## src/rtl/coh_pkg.sv

```systemverilog
// Shared types for the coherence miss classifier.
// Assumes exactly two processors share the modelled block.
package coh_pkg;
    localparam int NCPU = 2;

    typedef enum logic [1:0] {
        ST_INV = 2'b00,
        ST_SHR = 2'b01,
        ST_MOD = 2'b10
    } line_st_t;

    typedef enum logic [1:0] {
        RC_HIT   = 2'b00,
        RC_TRUE  = 2'b01,
        RC_FALSE = 2'b10
    } res_code_t;
endpackage

```

## src/rtl/mc_line_slot.sv

```systemverilog
// One processor's copy of the block: its line state and its per-word
// record of words written by the other processor since the last fetch.
// Assumes the next values are computed outside and applied on upd.
module mc_line_slot
    import coh_pkg::*;
#(
    parameter int WORDS = 4
) (
    input  logic             clk,
    input  logic             rst_n,
    input  logic             upd,
    input  line_st_t         nxt_st,
    input  logic [WORDS-1:0] nxt_wbo,
    output line_st_t         st,
    output logic [WORDS-1:0] wbo
);
    // Hold state; reset to Shared with nothing recorded.
    always_ff @(posedge clk) begin
        if (!rst_n) begin
            st  <= ST_SHR;
            wbo <= '0;
        end else if (upd) begin
            st  <= nxt_st;
            wbo <= nxt_wbo;
        end
    end
endmodule

```

## src/rtl/mc_classify.sv

```systemverilog
// Combinational decision for one access: result code and next state of
// both copies. Assumes the caller only applies the result when an access
// is valid. Index 0/1 of the arrays is the processor number.
module mc_classify
    import coh_pkg::*;
#(
    parameter int WORDS = 4,
    localparam int IDXW = $clog2(WORDS)
) (
    input  logic             acc_cpu,
    input  logic             acc_write,
    input  logic [IDXW-1:0]  acc_word,
    input  line_st_t         st_i   [NCPU],
    input  logic [WORDS-1:0] wbo_i  [NCPU],
    output res_code_t        code,
    output line_st_t         st_o   [NCPU],
    output logic [WORDS-1:0] wbo_o  [NCPU]
);
    line_st_t         self_st, oth_st, n_self_st, n_oth_st;
    logic [WORDS-1:0] self_wbo, oth_wbo, n_self_wbo, n_oth_wbo, word_bit;
    res_code_t        miss_kind;

    // Select the issuing and the other copy.
    always_comb begin
        self_st  = acc_cpu ? st_i[1]  : st_i[0];
        oth_st   = acc_cpu ? st_i[0]  : st_i[1];
        self_wbo = acc_cpu ? wbo_i[1] : wbo_i[0];
        oth_wbo  = acc_cpu ? wbo_i[0] : wbo_i[1];
    end

    // Decide the result and the protocol transition.
    always_comb begin
        word_bit   = {{(WORDS-1){1'b0}}, 1'b1} << acc_word;
        miss_kind  = (|(self_wbo & word_bit)) ? RC_TRUE : RC_FALSE;
        n_self_st  = self_st;
        n_oth_st   = oth_st;
        n_self_wbo = self_wbo;
        n_oth_wbo  = oth_wbo;
        code       = RC_HIT;
        if (acc_write) begin
            case (self_st)
                ST_MOD:  code = RC_HIT;
                ST_SHR:  code = RC_TRUE;
                default: begin
                    code       = miss_kind;
                    n_self_wbo = '0;
                end
            endcase
            n_self_st = ST_MOD;
            n_oth_st  = ST_INV;
            n_oth_wbo = (oth_st == ST_INV) ? (oth_wbo | word_bit) : word_bit;
        end else if (self_st == ST_INV) begin
            code       = miss_kind;
            n_self_st  = ST_SHR;
            n_self_wbo = '0;
            if (oth_st == ST_MOD) n_oth_st = ST_SHR;
        end
    end

    // Map the issuing/other view back onto processor numbers.
    always_comb begin
        st_o[0]  = acc_cpu ? n_oth_st   : n_self_st;
        st_o[1]  = acc_cpu ? n_self_st  : n_oth_st;
        wbo_o[0] = acc_cpu ? n_oth_wbo  : n_self_wbo;
        wbo_o[1] = acc_cpu ? n_self_wbo : n_oth_wbo;
    end
endmodule

```

## src/rtl/coh_miss_classifier.sv

```systemverilog
// Top: two cache copies of one block, a classifier, and a result register.
// Assumes WORDS >= 2 and at most one access per cycle.
module coh_miss_classifier
    import coh_pkg::*;
#(
    parameter int WORDS = 4,
    localparam int IDXW = $clog2(WORDS)
) (
    input  logic            clk,
    input  logic            rst_n,
    input  logic            acc_valid,
    input  logic            acc_cpu,
    input  logic            acc_write,
    input  logic [IDXW-1:0] acc_word,
    output logic            res_valid,
    output logic [1:0]      res_code
);
    line_st_t         st_q   [NCPU];
    logic [WORDS-1:0] wbo_q  [NCPU];
    line_st_t         st_n   [NCPU];
    logic [WORDS-1:0] wbo_n  [NCPU];
    res_code_t        code;

    for (genvar g = 0; g < NCPU; g++) begin : g_slot
        mc_line_slot #(.WORDS(WORDS)) u_slot (
            .clk     (clk),
            .rst_n   (rst_n),
            .upd     (acc_valid),
            .nxt_st  (st_n[g]),
            .nxt_wbo (wbo_n[g]),
            .st      (st_q[g]),
            .wbo     (wbo_q[g])
        );
    end

    mc_classify #(.WORDS(WORDS)) u_cls (
        .acc_cpu   (acc_cpu),
        .acc_write (acc_write),
        .acc_word  (acc_word),
        .st_i      (st_q),
        .wbo_i     (wbo_q),
        .code      (code),
        .st_o      (st_n),
        .wbo_o     (wbo_n)
    );

    // Register the result one cycle after the access.
    always_ff @(posedge clk) begin
        if (!rst_n) begin
            res_valid <= 1'b0;
            res_code  <= RC_HIT;
        end else begin
            res_valid <= acc_valid;
            if (acc_valid) res_code <= code;
        end
    end

    // strobe follows the access by exactly one cycle.
    a_r2_strobe_on: assert property (@(posedge clk) disable iff (!rst_n)
        acc_valid |=> res_valid);
    a_r2_strobe_off: assert property (@(posedge clk) disable iff (!rst_n)
        !acc_valid |=> !res_valid);
    // no illegal code is ever reported.
    a_r9_code_legal: assert property (@(posedge clk) disable iff (!rst_n)
        res_valid |-> res_code != 2'b11);
    // a Modified copy excludes a valid copy elsewhere.
    a_r8_single_owner: assert property (@(posedge clk) disable iff (!rst_n)
        (st_q[0] == ST_MOD) |-> (st_q[1] == ST_INV));
    a_r8_single_owner_b: assert property (@(posedge clk) disable iff (!rst_n)
        (st_q[1] == ST_MOD) |-> (st_q[0] == ST_INV));

    for (genvar g = 0; g < NCPU; g++) begin : g_chk
        // idle cycles leave each copy untouched.
        a_r9_idle_hold: assert property (@(posedge clk) disable iff (!rst_n)
            !acc_valid |=> ($stable(st_q[g]) && $stable(wbo_q[g])));
        // a read of a valid copy hits.
        a_r3_read_hit: assert property (@(posedge clk) disable iff (!rst_n)
            (acc_valid && acc_cpu == g && !acc_write && st_q[g] != ST_INV)
            |=> res_code == RC_HIT);
        // an owner write hits.
        a_r4_owner_hit: assert property (@(posedge clk) disable iff (!rst_n)
            (acc_valid && acc_cpu == g && acc_write && st_q[g] == ST_MOD)
            |=> res_code == RC_HIT);
        // an upgrade from Shared is a true sharing miss and takes ownership.
        a_r5_upgrade: assert property (@(posedge clk) disable iff (!rst_n)
            (acc_valid && acc_cpu == g && acc_write && st_q[g] == ST_SHR)
            |=> (res_code == RC_TRUE && st_q[g] == ST_MOD));
        // a read refetch leaves the reader Shared with an empty record.
        a_r6_refetch: assert property (@(posedge clk) disable iff (!rst_n)
            (acc_valid && acc_cpu == g && !acc_write && st_q[g] == ST_INV)
            |=> (st_q[g] == ST_SHR && wbo_q[g] == '0 && res_code != RC_HIT));
        // a write miss leaves the writer Modified with an empty record.
        a_r7_write_miss: assert property (@(posedge clk) disable iff (!rst_n)
            (acc_valid && acc_cpu == g && acc_write && st_q[g] == ST_INV)
            |=> (st_q[g] == ST_MOD && wbo_q[g] == '0 && res_code != RC_HIT));
    end
endmodule

```

## config.mk

```make
export PLATFORM = sky130hd
export DESIGN_NAME = coh_miss_classifier
export DESIGN_NICKNAME = d
export VERILOG_FILES = /design/src/rtl/coh_pkg.sv /design/src/rtl/mc_line_slot.sv /design/src/rtl/mc_classify.sv /design/src/rtl/coh_miss_classifier.sv
export SDC_FILE = /design/constraint.sdc
export NUM_CORES = 1
export LEC_CHECK = 0
export BUFFER_PORTS_ARGS = -buffer_cell sky130_fd_sc_hd__buf_2
export CORE_ASPECT_RATIO = 1.5
export CORE_MARGIN = 4
export CORE_UTILIZATION = 42
export DETAILED_ROUTE_END_ITERATION = 10
export GPL_ROUTABILITY_DRIVEN = 0
export HOLD_SLACK_MARGIN = 0.02
export PLACE_DENSITY = 0.62
export SLEW_MARGIN = 10
export SYNTH_ARGS = -nofsm -noshare
export SYNTH_HDL_FRONTEND = slang
export SYNTH_SLANG_ARGS = --single-unit
```

## constraint.sdc

```tcl
create_clock -name clk -period 4.95 [get_ports clk]
set_input_delay 0.7425 -clock clk [delete_from_list [all_inputs] [get_ports clk]]
set_output_delay 0.7425 -clock clk [all_outputs]
set_load 0.02 [all_outputs]
```

[After elaboration in Yosys (flattened, before gate mapping)]
Index checks and enable logic that the tools add are counted.
Word-level totals
  output and inout port bits: 3
  word-level logic and storage cells: 38
  flip-flop bits (word level): 15
Cells by class
  equality and inequality tests: 3
  bitwise logic cells: 2
  reduce and logical (&&, ||, !) cells: 4
  mux-type cells: 22
  shift operators: 1
Operators by type and width (number)
  $mux W4: 9
  $mux W2: 12
  $and A4 B4 Y4: 1
  $eq A2 B2 Y1 const B: 2
  $logic_not A2 Y1: 2
  $or A4 B4 Y4: 1
  $pmux W2 S2: 1
  $reduce_or A4 Y1: 1
  $shl A1 B2 Y4 const A: 1
  $eq A2 B1 Y1 const B: 1
  $reduce_or A2 Y1: 1

[Logic depth before layout (Yosys ltp)]
Gate-level depths: netlist of the first run.
  depth in word-level cells: 6
  depth in mapped cells: 8
  gate-level depth less buffers: 6

[Hierarchy]
From an unflattened synthesis of the first run, not the netlist that was laid out.
Second synthesis, totals
  cells, all modules: 117
  area, all modules: 1013.5 µm²
Modules (own cells, without submodules)
  mc_classify: area an instance 460.4 µm², times used 1, cells an instance 71, seq. area each 0.0 µm²
  mc_line_slot: area an instance 226.5 µm², times used 2, cells an instance 19, seq. area each 120.1 µm²
  coh_miss_classifier: area an instance 100.1 µm², times used 1, cells an instance 8, seq. area each 60.1 µm²

[Worst setup path after synthesis of the first run]
Ideal clock, no wire load.
  path kind: in2reg
  from: input acc_cpu
  to: register g_slot[0].u_slot.wbo[0]
  stages: 8
  arrival: 2.182 ns
  setup slack: 2.651 ns
  setup time: 0.117 ns
  cell sequence: buf_4 > buf_8 > mux2i_1 > ha_1 > nand2_1 > nor3b_1 > o21ai_1 > a32o_1
On the way
  longest elaborated chain between the ends: 6
  elaborated cells on any way between the ends: 16
  those cells by class: eq/ne: 2; mux: 10; bitwise: 1; reduce/logical: 3
Ends and longest elaborated chain
  start: declaration: line coh_miss_classifier.sv:12  | input logic acc_cpu,
  $mux W2: line mc_classify.sv:25  | self_st = acc_cpu ? st_i[1] : st_i[0];
  $eq A2 B2 Y1 or $eq A2 B1 Y1 (tied branches): line mc_classify.sv:41  | case (self_st)
  $reduce_or A2 Y1 (no line)
  $mux W4: line mc_classify.sv:41
  $mux W4: line mc_classify.sv:40  | if (acc_write) begin
  $mux W4 (*): line mc_classify.sv:64  | wbo_o[0] = acc_cpu ? n_oth_wbo : n_self_wbo;
  end signal: assignment: line mc_line_slot.sv:24  | wbo <= nxt_wbo;
  end: declaration: line mc_line_slot.sv:15  | output logic [WORDS-1:0] wbo
Every way passes the cells marked *; elsewhere a longest branch is shown, timed or not.
A chain may end at the register's enable or synchronous reset.

[Worst setup path in the final report of the first run]
  from: input acc_cpu
  to: register g_slot[0].u_slot.wbo[1]
The elaborated chain is that of the path after synthesis.

==> run summary, run 1 <==
Final Cycle Share: 0.4599
placed cell count: 114
Die Y: 63.29 um
Syn Area/Cell: 9.509 sq um
setup bufs post-CTS: 0
Worst IR Drop VDD: 0.1708 mV
Psw: 0.07259 mW
Hold Path Origin: g_slot[0].u_slot.wbo[1]
Clk pin slew, worst setup/hold paths: 0.09 ns
gr usage total: 0.1425
top cells by area, synth: dfxtp_1 (35%), a32o_1 (11%), mux2i_1 (5.8%), ha_1 (4.4%), o21ai_0 (3.5%)
DRC viols: 0
antenna violations before repair: 0
clk_lat worst skew: 0.28 ns
die width: 44.86 um
nets: 108
Final Hold Vio Count: 0
flops & latches, synth: 15
CP arrival: 2.46 ns
CP startpoint kind: input port
fin area: 902.1 sq um
clock power share: 0.280
share of synthesized registers carrying an async set or reset: 0
max_cap viols: 0
Resized Gates After CTS: 0
Peak Freq: 439.2 MHz
Bufs on Longest Clock Path: 2
CP endpoint kind: flop
dpl hpwl: 1282 um
final WL: 1739 um
per-cell routed wire length: 14.74 um
vias in the first global route: 744
Crit Path Category: in -> reg
Synth top area share: 0.3509
r2r startpoint: g_slot[1].u_slot.st[0]
measured slew at the worst slew-check pin: 0.3607 ns
Initial Util: 0.4557
Synth area leader: dfxtp_1
P per Cell Area: 278.3 mW/mm^2
IO Pins: 10
RSZ-0062 raised after global routing: false
pins over their slew limit: 0
flop2flop setup slack: 3.16 ns
worst hold endpoint: g_slot[0].u_slot.wbo[1]
worst min-delay path class: reg -> reg
first-pass GRT wire length: 3091 um
Worst Clk Skew: 0.004047 ns
Synth Flop Type: dfxtp_1
Gate power share: 0.189
post-synthesis net count: 100
Via density: 6.220
share of post-route cells with drive strength above 1: 0.1649
drt first pass iters: 4
Worst R2R End: g_slot[0].u_slot.wbo[1]
Layout Cells excl Fill: 118
Synth Warn #: 0
Worst Path Required: 5.13 ns
Clock Sinks: 15
Die Footprint: 0.002839 sq mm
commonest cells in the synthesized netlist: dfxtp_1 (15), a32o_1 (9), nand2_1 (6), o21ai_0 (6), mux2i_1 (5)
Seq/Total Area, Yosys: 0.3509
leakage power: 0.3904 nW
DP Area: 874.6 sq um
distinct cell type count after synthesis: 33
Post-synth EDFFs: 0
CTS Buf Count: 3
vias: 734
Layout area overhead: 5.409%
Rel. slew slack: 0.7570
CTS tree: built
top-count cell post-synth: dfxtp_1
Fillers: 191
hold depth: 1
Worst R2R Path Depth: 6
status: finished clean
CORE AREA: 0.001878 sq mm
largest net degree at the start of global routing: 20
setup_tns: 0 ns
Setup Viol. Count Final: 0
H-tree depth: 1
Gate Count Post-Synth: 90
CTS Root Buffer Type: clkbuf_4
Port Buffers: 9
Sequential Power Share: 0.530
Max Fanout on Critical Path: 19
antenna-violating nets left: 0
Cell Area, Synth: 855.8 sq um
CTS Hold Buffers Added: 0
cell row count: 19
Iter 0 DRT Violations: 21
n_diodes: 0
sw frac: 0.2891
Congestion Overflow GR: 0
fin crit period: 2.277 ns
P_int: 0.1785 mW
[worst max-delay path, stage by stage]
cell and delay, ns:
buf_2 0.30, mux2i_1 0.34, ha_1 0.28, nand2_1 0.12, nor3b_1 0.22, o21ai_1 0.17, a32o_1 0.29
[flip-flops by register name, summed over array words and instances, names as in the netlist]
name	count
g_slot.u_slot.st	4
g_slot.u_slot.wbo	8
res_valid	1
res_code	2
[how the worst max path moves through the flow]
stage | depth (start not counted) | end | slack [ns] | from
5_1_grt | 7 | g_slot[0].u_slot.wbo[1] | 2.49 | acc_cpu
3_5_place_dp | 7 | g_slot[0].u_slot.wbo[3] | 2.41 | acc_cpu
6_report | 7 | g_slot[0].u_slot.wbo[1] | 2.67 | acc_cpu
2_1_floorplan | 8 | g_slot[0].u_slot.wbo[0] | 2.65 | acc_cpu
4_1_cts | 7 | g_slot[0].u_slot.wbo[3] | 2.71 | acc_cpu
3_3_place_gp | 7 | g_slot[0].u_slot.wbo[0] | 2.41 | acc_cpu
[per-stage QoR]
step	setup slack, ns	util	total power, mW	hold slack (ns)
2_1_floorplan	2.651	-	0.1736	0.4683
3_3_place_gp	2.411	0.4657	0.1830	0.4774
3_5_place_dp	2.410	0.4657	0.1833	0.4864
4_1_cts	2.710	0.4803	0.2542	0.5094
5_1_grt	2.492	0.4803	0.2674	0.5417
6_report	2.673	0.4803	0.2511	0.5073
[per-layer routing]
metal / up-vias / GRT usage / part of all wire
met1: 367 / 0.1730 / 0.43
met2: 11 / 0.2230 / 0.52
met4: 0 / 0.07326 / 0.013
met3: 4 / 0.03704 / 0.032
met5: - / 0 / 0
li1: 352 / - / -
[cell type report]
class                      instances  area, sq um  share of cell area
clock buffer                       3        22.52             0.02497
clock inverter                     1        5.005            0.005548
inverter                           4        15.01             0.01664
multi-input combinational         65        488.0              0.5409
sequential                        15        300.3              0.3329
tap                               21        26.28             0.02913
timing repair buffer               9        45.04             0.04993
[power by group through the flow]
stage | registers [mW] | logic (mW) | clock network, mW
global placement | 0.136 | 0.0474 | 0
detailed placement | 0.136 | 0.0474 | 0
finish | 0.133 | 0.0476 | 0.0704
CTS | 0.133 | 0.0477 | 0.0733
global route | 0.134 | 0.0534 | 0.0797
floorplan | 0.137 | 0.0369 | 0
[layout by cell type, fill, tap and decap left out, types with 2 or more instances in the layout]
master and n:
a32o_1 9, buf_2 9, ha_1 3, nand3_1 2, o21ai_1 4, a21boi_1 2
clkbuf_4 3, nor2_1 3, nor2b_1 2, inv_1 4, nor3b_1 3, nand2_1 6
dfxtp_1 15, o21ai_0 6, a21oi_1 3, mux2i_1 5, and3_1 2, nand2b_1 2
[cell families (layout without fill, tap and decap cells)]
kind of cell,count (synthesis),after routing,synth area share
and+or+nand+nor,22,22,0.1389
DFF,15,15,0.3509
AOI/OAI and AO/OA,33,33,0.2983
buffers and inverters,10,17,0.07894
adders and majority gates,3,3,0.04386
muxes,7,7,0.08918
No activity file was read; power rests on OpenSTA's default activity.
==> run 2, diff against run 1 <==
==> constraint.sdc (replaced) <==
create_clock -name clk -period 2.1 [get_ports clk]
set_input_delay 0.315 -clock clk [delete_from_list [all_inputs] [get_ports clk]]
set_output_delay 0.315 -clock clk [all_outputs]
set_load 0.02 [all_outputs]
==> run 2 against run 1 <==
  * Die area unchanged
  * Hold slack got worse by 0.15 ns
  * Sequential power increased by 140%
  * Highest routed layer unchanged
  * Clock power increased by 130%
  * Critical endpoint is now g_slot[0].u_slot.wbo[0]
  * Largest cell class unchanged
  * Register-to-register slack got worse by 2.8 ns
  * Worst setup slack got worse by 2.3 ns
  * Final cell count increased by 2.5%
  * Clock skew decreased by 0.00053 ns
  * Sequential share of layout area decreased by 0.77 points
  * First-iteration DRC count decreased by 29%
  * Utilization increased by 1.1 points
  * Count of clock-buffer cells in the layout increased by 1
==> run summary, run 2 (synthesized netlist as in run 1, its figures left out) <==
status: finished clean (unchanged)
fin area: 923.4 sq um (was 902.1 sq um)
Hold Path Origin: rst_n (was g_slot[0].u_slot.wbo[1])
biggest regs: g_slot.u_slot.wbo (8), g_slot.u_slot.st (4), res_code (2) (unchanged)
max_cap viols: 0 (unchanged)
Layout area overhead: 7.895% (was 5.409%)
final setup margin: 0.3791 ns (was 2.673 ns)
DRC viols: 0 (unchanged)
pre-CTS setup slack: 0.2166 ns (was 2.410 ns)
antenna violations before repair: 0 (unchanged)
CTS Buf Count: 3 (unchanged)
vias in the first global route: 644 (was 744)
Worst IR Drop VDD: 0.4827 mV (was 0.1708 mV)
Max Fanout on Critical Path: 5 (was 19)
H-tree depth: 1 (unchanged)
max FFs per register: 8 (unchanged)
Die Y: 63.29 um (unchanged)
nets: 111 (was 108)
total power: 0.5910 mW (was 0.2511 mW)
gr usage total: 0.1333 (was 0.1425)
setup_tns: 0 ns (unchanged)
final WL: 1706 um (was 1739 um)
n_diodes: 0 (unchanged)
per-cell routed wire length: 14.10 um (was 14.74 um)
DP Area: 897.1 sq um (was 874.6 sq um)
Worst R2R End: g_slot[0].u_slot.wbo[0] (was g_slot[0].u_slot.wbo[1])
Setup Viol. Count Final: 0 (unchanged)
CP endpoint kind: flop (unchanged)
CORE AREA: 0.001878 sq mm (unchanged)
commonest non-fill, non-tap cell in the layout: dfxtp_1 (unchanged)
Layout Cells excl Fill: 121 (was 118)
hold depth: 2 (was 1)
largest net degree at the start of global routing: 18 (was 20)
CTS tree: built (unchanged)
CTS Hold Buffers Added: 0 (unchanged)
worst min-delay path class: in -> reg (was reg -> reg)
Die Footprint: 0.002839 sq mm (unchanged)
Congestion Overflow GR: 0 (unchanged)
Worst Clk Skew: 0.003517 ns (was 0.004047 ns)
setup bufs post-CTS: 0 (unchanged)
Resized Gates After CTS: 0 (unchanged)
flop2flop setup slack: 0.38 ns (was 3.16 ns)
clk_lat worst skew: 0.28 ns (about the same)
Worst Path Required: 2.28 ns (was 5.13 ns)
IO Pins: 10 (unchanged)
CTS Root Buffer Type: clkbuf_4 (unchanged)
vias: 707 (was 734)
pins over their slew limit: 0 (unchanged)
commonest non-fill, non-tap cells in the layout: dfxtp_1 (15), a32o_1 (9), buf_2 (9), nand2_1 (6), o21ai_0 (6) (unchanged)
antenna-violating nets left: 0 (unchanged)
drt first pass iters: 4 (unchanged)
Initial Util: 0.4557 (unchanged)
share of post-route cells with drive strength above 1: 0.1800 (was 0.1649)
r2r startpoint: g_slot[1].u_slot.st[0] (unchanged)
CP startpoint kind: flop (was input port)
P per Cell Area: 640.0 mW/mm^2 (was 278.3 mW/mm^2)
Final Cycle Share: 0.8195
leakage power: 0.4024 nW (was 0.3904 nW)
Rel. slew slack: 0.7803 (was 0.7570)
dpl hpwl: 1331 um (was 1282 um)
Crit Path Category: reg -> reg (was in -> reg)
Fillers: 201 (was 191)
measured slew at the worst slew-check pin: 0.3261 ns (was 0.3607 ns)
Via density: 5.843 (was 6.220)
Clk pin slew, worst setup/hold paths: 0.09 ns (about the same)
CP arrival: 1.90 ns (was 2.46 ns)
Bufs on Longest Clock Path: 2 (unchanged)
Worst R2R Path Depth: 6 (unchanged)
placed cell count: 117 (was 114)
Iter 0 DRT Violations: 15 (was 21)
worst hold endpoint: g_slot[1].u_slot.st[0] (was g_slot[0].u_slot.wbo[1])
Port Buffers: 9 (unchanged)
Final Hold Vio Count: 0 (unchanged)
first-pass GRT wire length: 2856 um (was 3091 um)
fin crit period: 1.721 ns
cell row count: 19 (unchanged)
Clock Sinks: 15 (unchanged)
die width: 44.86 um (unchanged)
RSZ-0062 raised after global routing: false (unchanged)
largest reg by FF count: g_slot.u_slot.wbo (unchanged)
Peak Freq: 581.1 MHz
## run 2: layer usage
metal / global-route usage / vias to the layer above / part of all wire
li1: - / 360 / -
met1: 0.1600 / 334 / 0.42
met2: 0.2176 / 11 / 0.53
met3: 0.01709 / 2 / 0.036
met4: 0.07692 / 0 / 0.0094
met5: 0 / - / 0
## run 2: per-stage QoR
| stage | hold slack, ns | utilization |
|---|---|---|
| 2_1_floorplan | 0.4515 | - |
| 3_3_place_gp | 0.4798 | 0.4777 |
| 5_1_grt | 0.3646 | 0.4917 |
| 3_5_place_dp | 0.4853 | 0.4777 |
| 6_report | 0.3525 | 0.4917 |
| 4_1_cts | 0.3516 | 0.4917 |
## run 2: power breakdown
| group | internal, mW | total, mW | switching (mW) |
|---|---|---|---|
| clock | 0.0736 | 0.161 | 0.0874 |
| combinational | 0.0519 | 0.116 | 0.0642 |
| sequential | 0.302 | 0.314 | 0.0116 |
| total | 0.428 | 0.591 | 0.163 |
## run 2: area by class of cell
type / instances / area (sq um) / area share
clock buffers: 4 / 26.28 / 0.02846
well taps: 21 / 26.28 / 0.02846
flip-flops and latches: 15 / 300.3 / 0.3252
repair buffers: 12 / 67.56 / 0.07317
multi-input cells: 65 / 488.0 / 0.5285
inverters: 4 / 15.01 / 0.01626
## run 2: worst max-delay path, stage by stage, from the launching register on
cell and delay (ns):
dfxtp_1 0.35, mux2i_1 0.25, ha_1 0.28, nand2_1 0.10, nor3b_1 0.19, o21ai_1 0.16, a32o_1 0.29
## run 2: worst max-delay path by stage
| stage | from | to | cells after the start |
|---|---|---|---|
| 6_report | g_slot[1].u_slot.st[0] | g_slot[0].u_slot.wbo[0] | 6 |
| 5_1_grt | g_slot[1].u_slot.st[0] | g_slot[0].u_slot.wbo[0] | 6 |
| 4_1_cts | g_slot[1].u_slot.st[0] | g_slot[0].u_slot.wbo[0] | 6 |
| 3_5_place_dp | acc_cpu | g_slot[0].u_slot.wbo[1] | 7 |
| 3_3_place_gp | acc_cpu | g_slot[0].u_slot.wbo[3] | 7 |
| 2_1_floorplan | acc_cpu | g_slot[0].u_slot.wbo[0] | 8 |
==> run 3, diff against run 2 <==
==> constraint.sdc (replaced) <==
create_clock -name clk -period 1.6 [get_ports clk]
set_input_delay 0.24 -clock clk [delete_from_list [all_inputs] [get_ports clk]]
set_output_delay 0.24 -clock clk [all_outputs]
set_load 0.02 [all_outputs]
==> run 3 against run 2 <==
  * Combinational power up 62%
  * Global-route usage up 1.6 points
  * Register-to-register slack worse by 0.28 ns
  * Largest power group unchanged
==> run summary, run 3 (synthesized netlist as in run 1, its figures left out) <==
fin area: 0.001007 sq mm (was 923.4 sq um)
commonest non-fill, non-tap cell in the layout: dfxtp_1 (unchanged)
Port Buffers: 9 (unchanged)
fin crit period: 1.504 ns (was 1.721 ns)
max_cap viols: 0 (unchanged)
RSZ-0062 raised after global routing: false (unchanged)
vias in the first global route: 725 (was 644)
Worst Clk Skew: 0.007304 ns (was 0.003517 ns)
Final Cycle Share: 0.9401 (was 0.8195)
final WL: 1886 um (was 1706 um)
biggest regs: g_slot.u_slot.wbo (8), g_slot.u_slot.st (4), res_code (2) (unchanged)
flop2flop setup slack: 0.1 ns (was 0.38 ns)
Hold Path Origin: rst_n (unchanged)
largest reg by FF count: g_slot.u_slot.wbo (unchanged)
Rel. slew slack: 0.7635 (was 0.7803)
per-cell routed wire length: 15.09 um (was 14.10 um)
pins over their slew limit: 0 (unchanged)
Congestion Overflow GR: 0 (unchanged)
CORE AREA: 0.001878 sq mm (unchanged)
P per Cell Area: 819.8 mW/mm^2 (was 640.0 mW/mm^2)
Die Footprint: 0.002839 sq mm (unchanged)
measured slew at the worst slew-check pin: 0.3510 ns (was 0.3261 ns)
Peak Freq: 664.8 MHz (was 581.1 MHz)
status: finished clean (unchanged)
CTS Buf Count: 3 (unchanged)
Fillers: 184 (was 201)
Initial Util: 0.4557 (unchanged)
Layout area overhead: 17.69% (was 7.895%)
CTS Hold Buffers Added: 0 (unchanged)
hold depth: 2 (unchanged)
max FFs per register: 8 (unchanged)
Worst IR Drop VDD: 0.5367 mV (was 0.4827 mV)
CP arrival: 1.70 ns (was 1.90 ns)
DP Area: 979.7 sq um (was 897.1 sq um)
Worst R2R Path Depth: 6 (unchanged)
clk_lat worst skew: 0.29 ns (was 0.28 ns)
Layout Cells excl Fill: 125 (was 121)
worst min-delay path class: in -> reg (unchanged)
IO Pins: 10 (unchanged)
Iter 0 DRT Violations: 25 (was 15)
antenna violations before repair: 0 (unchanged)
Clk pin slew, worst setup/hold paths: 0.10 ns (was 0.09 ns)
vias: 729 (was 707)
CTS tree: built (unchanged)
DRC viols: 0 (unchanged)
r2r startpoint: g_slot[0].u_slot.st[1] (was g_slot[1].u_slot.st[0])
H-tree depth: 1 (unchanged)
first-pass GRT wire length: 3208 um (was 2856 um)
worst hold endpoint: g_slot[1].u_slot.st[0] (unchanged)
gr usage total: 0.1495 (was 0.1333)
Worst Path Required: 1.79 ns (was 2.28 ns)
Clock Sinks: 15 (unchanged)
cell row count: 19 (unchanged)
Die Y: 63.29 um (unchanged)
nets: 115 (was 111)
commonest non-fill, non-tap cells in the layout: dfxtp_1 (14), a32o_1 (9), buf_2 (9), buf_4 (7), o21ai_0 (6) (was dfxtp_1 (15), a32o_1 (9), buf_2 (9), nand2_1 (6), o21ai_0 (6))
Max Fanout on Critical Path: 4 (was 5)
Final Hold Vio Count: 0 (unchanged)
Crit Path Category: reg -> reg (unchanged)
antenna-violating nets left: 0 (unchanged)
leakage power: 0.4250 nW (was 0.4024 nW)
placed cell count: 121 (was 117)
Crit. Startpoint: g_slot[0].u_slot.st[1] (was g_slot[1].u_slot.st[0])
drt first pass iters: 4 (unchanged)
largest net degree at the start of global routing: 18 (unchanged)
Bufs on Longest Clock Path: 2 (unchanged)
die width: 44.86 um (unchanged)
dpl hpwl: 1422 um (was 1331 um)
total power: 0.8257 mW (was 0.5910 mW)
CTS Root Buffer Type: clkbuf_4 (unchanged)
Worst R2R End: g_slot[0].u_slot.wbo[2] (was g_slot[0].u_slot.wbo[0])
Via density: 5.832 (was 5.843)
CP endpoint kind: flop (unchanged)
Setup Viol. Count Final: 0 (unchanged)
n_diodes: 0 (unchanged)
CP startpoint kind: flop (unchanged)
share of post-route cells with drive strength above 1: 0.2885 (was 0.1800)
[run 3: critical path, stage by stage (launching register included)]
cell and delay (ns):
dfxtp_1 0.36, mux2i_4 0.21, ha_4 0.23, nand2_2 0.07, nor3b_2 0.19, o21ai_2 0.10, a32o_1 0.25
[run 3: worst max path at each step]
stage,slack [ns],end
after floorplan,-0.04,g_slot[0].u_slot.wbo[2]
after global placement,-0.03,g_slot[0].u_slot.wbo[2]
after detailed placement,-0.05,g_slot[0].u_slot.wbo[2]
after CTS,0.06,g_slot[1].u_slot.wbo[3]
after global routing,0.03,g_slot[0].u_slot.wbo[2]
final,0.1,g_slot[0].u_slot.wbo[2]
[run 3: metal layers]
metal  vias to the layer above  wire length [um]  share of wire  global-route usage
li1                        369                 -              -                   -
met1                       345               753           0.40              0.1777
met2                         9              1037           0.55              0.2428
met3                         6                40          0.021             0.01709
met4                         0                55          0.029             0.09524
met5                         -                 0              0                   0
[run 3: final cells by class]
| cell class | count | area (sq um) | share of cell area |
|---|---|---|---|
| flip-flops and latches | 15 | 301.5 | 0.2994 |
| well taps | 21 | 26.28 | 0.02609 |
| repair buffers | 16 | 97.59 | 0.09689 |
| multi-input cells | 65 | 540.5 | 0.5366 |
| inverters | 4 | 15.01 | 0.01491 |
| clock buffers | 4 | 26.28 | 0.02609 |
[run 3: metrics by stage]
step	TNS [ns]	setup slack, ns	hold WS, ns	util
after floorplan	-0.1103	-0.04195	0.3765	-
after global placement	-0.08974	-0.02872	0.4804	0.5217
after detailed placement	-0.2300	-0.05454	0.4904	0.5217
after CTS	0	0.06367	0.2637	0.5356
after global routing	0	0.03035	0.2790	0.5363
final	0	0.09590	0.2726	0.5363
[run 3: timing repair]
| action | 4_1_cts | 5_1_grt |
|---|---|---|
| gates resized for setup | 0 | 1 |
| endpoints found under the setup margin | 0 | 4 |
| buffers inserted | 0 | 0 |
[run 3: where the power goes]
group | total, mW | switching [mW] | internal [mW]
Clock | 0.225 | 0.128 | 0.0970
Combinational | 0.188 | 0.0972 | 0.0910
Sequential | 0.412 | 0.0153 | 0.397
Total | 0.826 | 0.241 | 0.585
